File: src/rtl/rdcmd_pkg.sv
package rdcmd_pkg;

    typedef enum logic [1:0] {
        ST_IDLE,
        ST_HDR,
        ST_PACE,
        ST_DRAIN
    } seq_state_t;

endpackage

File: src/rtl/rdcmd_plan.sv
// Turns a command into a chunk count, a base interval and a remainder.
module rdcmd_plan #(
    parameter int BYTES_W    = 16,
    parameter int BURST_LOG2 = 8,
    parameter int DRAIN_W    = 16,
    parameter int CNT_W      = BYTES_W - BURST_LOG2 + 1
) (
    input  logic [BYTES_W-1:0] cmd_bytes,
    input  logic [BYTES_W-1:0] req_bytes,
    input  logic [DRAIN_W-1:0] drain_cycles,
    output logic [CNT_W-1:0]   n_chunks,
    output logic [DRAIN_W-1:0] interval,
    output logic [DRAIN_W-1:0] remainder
);
    localparam int DW = (DRAIN_W > CNT_W) ? DRAIN_W : CNT_W;
    localparam logic [BYTES_W:0] ROUND = (BYTES_W+1)'((1 << BURST_LOG2) - 1);

    logic [BYTES_W-1:0] work;
    logic [BYTES_W:0]   padded;
    logic [DW-1:0]      num, den;

    always_comb begin
        work     = (cmd_bytes != '0) ? cmd_bytes : req_bytes;
        padded   = {1'b0, work} + ROUND;
        n_chunks = CNT_W'(padded >> BURST_LOG2);
        num      = DW'(drain_cycles);
        den      = DW'(n_chunks);
        if (n_chunks == '0) begin
            interval  = '0;
            remainder = '0;
        end else begin
            interval  = DRAIN_W'(num / den);
            remainder = DRAIN_W'(num % den);
        end
    end

endmodule

File: src/rtl/rdcmd_addr_step.sv
// Holds the current chunk address and steps it by one burst per issue.
module rdcmd_addr_step #(
    parameter int ADDR_W     = 37,
    parameter int BURST_LOG2 = 8
) (
    input  logic              clk,
    input  logic              rst_n,
    input  logic              load,
    input  logic [ADDR_W-1:0] base,
    input  logic              advance,
    output logic [ADDR_W-1:0] addr
);
    localparam logic [ADDR_W-1:0] STEP = ADDR_W'(1) << BURST_LOG2;

    logic [ADDR_W-1:0] addr_q;

    always_ff @(posedge clk) begin
        if (!rst_n) begin
            addr_q <= '0;
        end else if (load) begin
            addr_q <= base;
        end else if (advance) begin
            addr_q <= addr_q + STEP;
        end
    end

    assign addr = addr_q;

endmodule

File: src/rtl/rdcmd_finish_track.sv
// Cycles left until the latest issued chunk finishes (saturating at zero).
module rdcmd_finish_track #(
    parameter int LAT_W = 12
) (
    input  logic             clk,
    input  logic             rst_n,
    input  logic             clear,
    input  logic             issue,
    input  logic [LAT_W-1:0] lat,
    output logic             pend_zero
);
    logic [LAT_W-1:0] pend_q, dec, cand, pend_d;

    always_comb begin
        dec  = (pend_q == '0) ? '0 : pend_q - LAT_W'(1);
        cand = (lat == '0) ? '0 : lat - LAT_W'(1);
        if (clear) begin
            pend_d = '0;
        end else if (issue) begin
            pend_d = (cand > dec) ? cand : dec;
        end else begin
            pend_d = dec;
        end
    end

    always_ff @(posedge clk) begin
        if (!rst_n) begin
            pend_q <= '0;
        end else begin
            pend_q <= pend_d;
        end
    end

    assign pend_zero = (pend_q == '0);

endmodule

File: src/rtl/rdcmd_chunk_seq.sv
module rdcmd_chunk_seq
    import rdcmd_pkg::*;
#(
    parameter int ADDR_W     = 37,
    parameter int BYTES_W    = 16,
    parameter int BURST_LOG2 = 8,
    parameter int DRAIN_W    = 16,
    parameter int HDR_W      = 8,
    parameter int LAT_W      = 12
) (
    input  logic               clk,
    input  logic               rst_n,
    input  logic               start,
    input  logic [BYTES_W-1:0] cmd_bytes,
    input  logic [BYTES_W-1:0] req_bytes,
    input  logic [ADDR_W-1:0]  base_addr,
    input  logic [DRAIN_W-1:0] drain_cycles,
    input  logic [HDR_W-1:0]   hdr_cycles,
    output logic               chunk_vld,
    output logic [ADDR_W-1:0]  chunk_addr,
    input  logic [LAT_W-1:0]   chunk_lat,
    output logic               seq_done
);
    localparam int CNT_W = BYTES_W - BURST_LOG2 + 1;
    localparam int CW    = (HDR_W > DRAIN_W) ? HDR_W : DRAIN_W;

    seq_state_t state_q, state_d;

    logic [CW-1:0]      cnt_q, cnt_d;
    logic [CNT_W-1:0]   idx_q, idx_d;
    logic [CNT_W-1:0]   n_q;
    logic [DRAIN_W-1:0] iv_q, rem_q;

    logic [CNT_W-1:0]   plan_n;
    logic [DRAIN_W-1:0] plan_iv, plan_rem;
    logic               accept, fire, last_chunk, pend_zero;
    logic [DRAIN_W-1:0] gap_first, gap_next;

    rdcmd_plan #(
        .BYTES_W   (BYTES_W),
        .BURST_LOG2(BURST_LOG2),
        .DRAIN_W   (DRAIN_W),
        .CNT_W     (CNT_W)
    ) plan_i (
        .cmd_bytes   (cmd_bytes),
        .req_bytes   (req_bytes),
        .drain_cycles(drain_cycles),
        .n_chunks    (plan_n),
        .interval    (plan_iv),
        .remainder   (plan_rem)
    );

    rdcmd_addr_step #(
        .ADDR_W    (ADDR_W),
        .BURST_LOG2(BURST_LOG2)
    ) addr_i (
        .clk    (clk),
        .rst_n  (rst_n),
        .load   (accept),
        .base   (base_addr),
        .advance(fire),
        .addr   (chunk_addr)
    );

    rdcmd_finish_track #(
        .LAT_W(LAT_W)
    ) track_i (
        .clk      (clk),
        .rst_n    (rst_n),
        .clear    (accept),
        .issue    (fire),
        .lat      (chunk_lat),
        .pend_zero(pend_zero)
    );

    always_comb begin
        accept     = (state_q == ST_IDLE) && start;
        fire       = (state_q == ST_PACE) && (cnt_q <= CW'(1));
        last_chunk = (idx_q == n_q - CNT_W'(1));
        gap_first  = iv_q + ((n_q == CNT_W'(1)) ? rem_q : '0);
        gap_next   = iv_q + (((idx_q + CNT_W'(1)) == (n_q - CNT_W'(1))) ? rem_q : '0);
    end

    // next state and counters
    always_comb begin
        state_d = state_q;
        cnt_d   = cnt_q;
        idx_d   = idx_q;
        unique case (state_q)
            ST_IDLE: begin
                if (start) begin
                    state_d = ST_HDR;
                    cnt_d   = CW'(hdr_cycles);
                    idx_d   = '0;
                end
            end
            ST_HDR: begin
                if (cnt_q == '0) begin
                    if (n_q == '0) begin
                        state_d = ST_DRAIN;
                    end else begin
                        state_d = ST_PACE;
                        cnt_d   = CW'(gap_first);
                    end
                end else begin
                    cnt_d = cnt_q - CW'(1);
                end
            end
            ST_PACE: begin
                if (fire) begin
                    if (last_chunk) begin
                        state_d = ST_DRAIN;
                    end else begin
                        cnt_d = CW'(gap_next);
                        idx_d = idx_q + CNT_W'(1);
                    end
                end else begin
                    cnt_d = cnt_q - CW'(1);
                end
            end
            ST_DRAIN: begin
                if (pend_zero) begin
                    state_d = ST_IDLE;
                end
            end
            default: state_d = ST_IDLE;
        endcase
    end

    // state register
    always_ff @(posedge clk) begin
        if (!rst_n) begin
            state_q <= ST_IDLE;
            cnt_q   <= '0;
            idx_q   <= '0;
        end else begin
            state_q <= state_d;
            cnt_q   <= cnt_d;
            idx_q   <= idx_d;
        end
    end

    // command plan, latched on accept
    always_ff @(posedge clk) begin
        if (!rst_n) begin
            n_q   <= '0;
            iv_q  <= '0;
            rem_q <= '0;
        end else if (accept) begin
            n_q   <= plan_n;
            iv_q  <= plan_iv;
            rem_q <= plan_rem;
        end
    end

    // outputs
    always_comb begin
        chunk_vld = fire;
        seq_done  = (state_q == ST_DRAIN) && pend_zero;
    end

endmodule

File: config.mk
export PLATFORM = sky130hd
export DESIGN_NAME = rdcmd_chunk_seq
export DESIGN_NICKNAME = d
export VERILOG_FILES = /design/src/rtl/rdcmd_pkg.sv /design/src/rtl/rdcmd_plan.sv /design/src/rtl/rdcmd_addr_step.sv /design/src/rtl/rdcmd_finish_track.sv /design/src/rtl/rdcmd_chunk_seq.sv
export SDC_FILE = /design/constraint.sdc
export NUM_CORES = 1
export LEC_CHECK = 0
export ABC_AREA = 1
export BUFFER_PORTS_ARGS = -buffer_cell sky130_fd_sc_hd__buf_4
export CAP_MARGIN = 25
export CORE_MARGIN = 5
export CORE_UTILIZATION = 36
export DETAILED_ROUTE_END_ITERATION = 10
export GPL_ROUTABILITY_DRIVEN = 0
export SYNTH_ARGS = -nofsm -noshare
export SYNTH_HDL_FRONTEND = slang
export SYNTH_SLANG_ARGS = --single-unit
File: constraint.sdc
create_clock -name clk -period 93.6 [get_ports clk]
set_input_delay 0 -clock clk [delete_from_list [all_inputs] [get_ports clk]]
set_output_delay 0 -clock clk [all_outputs]
set_load 0.05 [all_outputs]
==> impl_metrics.ini <==
[timing]
slew_headroom_pct = 32.6
tightest_slew_ps = 1010
finalMaxSlewViolations = 0
rsz0062_at_grt = no
layout_min_cycle_time_ps = 34070
period_share_pct = 36.4
clock_skew_ps = 10.0
fmax_mhz = 29.3
hold_viol = 0
fin_setup_tns_ps = 0
setup_viol = 0

[global_routing]
grt_usage_pct = 18.8
grt_use_met3_pct = 2.18
busiest_layer = met2
grtUsageMet2_pct = 33.3
grt_remaining_overflow = 0
grt_max_degree = 45
met1_usage_pct = 24.3
grt_pass1_wl_um = 71500
grt_pass1_vias = 14966
grt_antenna_before_repair = 0

[synthesis]
synth_cells = 2330
syn_avg_cell_area_um2 = 6.34
yosysWarnings = 0
synth_top_cells_by_area = dfxtp_1, ha_1, nand2_1, inv_1, nor2_1
syn_area_um2 = 14800
synth_top_family_by_area = simple AND/OR/NAND/NOR gates
synthArstFlopShare_pct = 0
ys_seq_area_share_pct = 15.8
synth_top_cell_area_share_pct = 15.8
synthAdderAreaFrac_pct = 14.5
yosysTopAreaCell = dfxtp_1
synth-seq-cells = 117
syn_nets = 2607
synth_compound_area_share_pct = 18.7
synth_xor_area_share_pct = 7.82
yosys.area_share.simple_pct = 32.9
synth_cell_type_count = 61
synth_ff_type = dfxtp_1
synth-edff-count = 0
muxShareOfSynthArea_pct = 0

[route]
vias_per_cell = 5.04
dr.pass1.iters = 6
ant_nets = 0
vias = 15395
wl_um = 42800
post-route-drc-count = 0
drtIter0Drc = 1037
avgRoutedWirePerCell_um = 14.0

[floorplanning]
fp-row-count = 74
die_h_um = 213
floorplan.initialDensity_pct = 36.3
dieArea_um2 = 45200
dieWidth_um = 213
core_area_um2 = 40700
io_pins = 147

[clock_tree]
tritoncts = yes
cts_hold_buffers = 66
clk_latency_ps = 430
cts_resized = 0
numCtsBuffers = 17
h-tree-depth = 4
clk_transition_reported_paths_ps = 50
cts_setup_buffers = 0
cts-root-buf = clkbuf_16
clockBufferDepth = 2
clock_sinks = 117

[final_layout]
layout_commonest_cell = nand2_1
num_antenna_cells = 0
syn_to_final_growth_pct = 19.0
multi_input_area_um2 = 10900
fin_util_pct = 43.2
fillCellCount = 4300
drive_gt1_share_pct = 12.9
final-seq-area_um2 = 2340
final_nets = 2785
final_cell_mix = nand2_1, inv_1, nor2_1, ha_1, o21ai_0
fin_area_um2 = 17600

[setup_path]
worst_ep_required_time_ps = 93890
critPathKind = in -> reg
cpMostUsedCell = nand2_1
cp-start-kind = primary input
slowest_stage = fa_1
crit_path_max_incr_delay_ps = 480
arrival_ps = 34360
endpoint_kind = flop
worstPathMaxFanout = 22

[place]
placedInstanceArea_um2 = 16300
dpl.hpwl_um = 33600
numPortBuffers = 146

[run_status]
status = complete, no violations

[flow_run]
max_cap_viol_count = 0

[worst_hold_path]
hold_path.class = in -> reg
final cells by class:
cell class,instances,share of cell area (%)
flip-flops and latches,117,13.3
multi-input cells,1824,62.1
well taps,532,3.78
clock buffers,22,2.64
clock inverters,10,0.846
inverters,329,7.02
repair buffers,219,10.3
cells in the mapped netlist, types with 10 or more instances:
master / instances
a211oi_1: 14
a21o_1: 31
a31oi_1: 10
nand3_2: 26
or2_2: 23
o22ai_1: 14
clkbuf_1: 49
nand3_1: 111
inv_2: 10
nor2_1: 265
nand2_1: 467
nand2_2: 38
nand4_1: 29
ha_1: 166
dfxtp_1: 117
a21oi_1: 127
xor2_1: 72
xnor2_1: 60
o21ai_0: 158
nor3_1: 47
o21ai_1: 24
o21bai_1: 20
inv_1: 311
layer usage:
layer | wire length (µm) | up-vias
li1 | - | 8042
met1 | 20100 | 6986
met2 | 19900 | 306
met3 | 1950 | 61
met4 | 800 | 0
met5 | 0 | -
stage by stage:
step,hold slack (ps),std cells,setup slack [ps]
2_1_floorplan,113,2330,62790
3_3_place_gp,204,2955,60770
3_5_place_dp,208,2955,59190
4_1_cts,21.6,3053,59610
5_1_grt,80.2,3053,55410
6_report,44.2,3053,59530
worst paths after layout:
path                                   start           endpoint  cells past startpoint  slack, ps
worst max-delay path            cmd_bytes[9]           rem_q[7]                    235      59530
worst min-delay path            chunk_lat[8]  track_i.pend_q[8]                      4         40
worst max register to register        n_q[0]          cnt_q[15]                     38      87770
worst min register to register      rem_q[8]           rem_q[8]                      2        460
sequential cells by signal (all words and copies together), names as in the netlist:
signal,cells
addr_i.addr,37
track_i.pend_q,12
iv_q,16
cnt_q,16
n_q,9
idx_q,9
rem_q,16
state_q,2
worst max-delay path, delay by kind of cell:
family | cells | cell delay [ps]
AOI/OAI and AO/OA | 79 | 12750
adders and majority gates | 16 | 5310
buffers and inverters | 41 | 3990
and+or+nand+nor | 99 | 12190
logic make-up (layout without fill, tap and decap cells):
| group | count (synthesis) | count (layout) |
|---|---|---|
| compound gates | 465 | 465 |
| xor+xnor | 132 | 132 |
| fa+ha+maj | 169 | 169 |
| buf+inv | 389 | 580 |
| flops | 117 | 117 |
| simple gates | 1058 | 1058 |
Power is left out: the tool's default activity adds up to more than one toggle a clock period on the data nets, which glitch-free logic cannot reach.
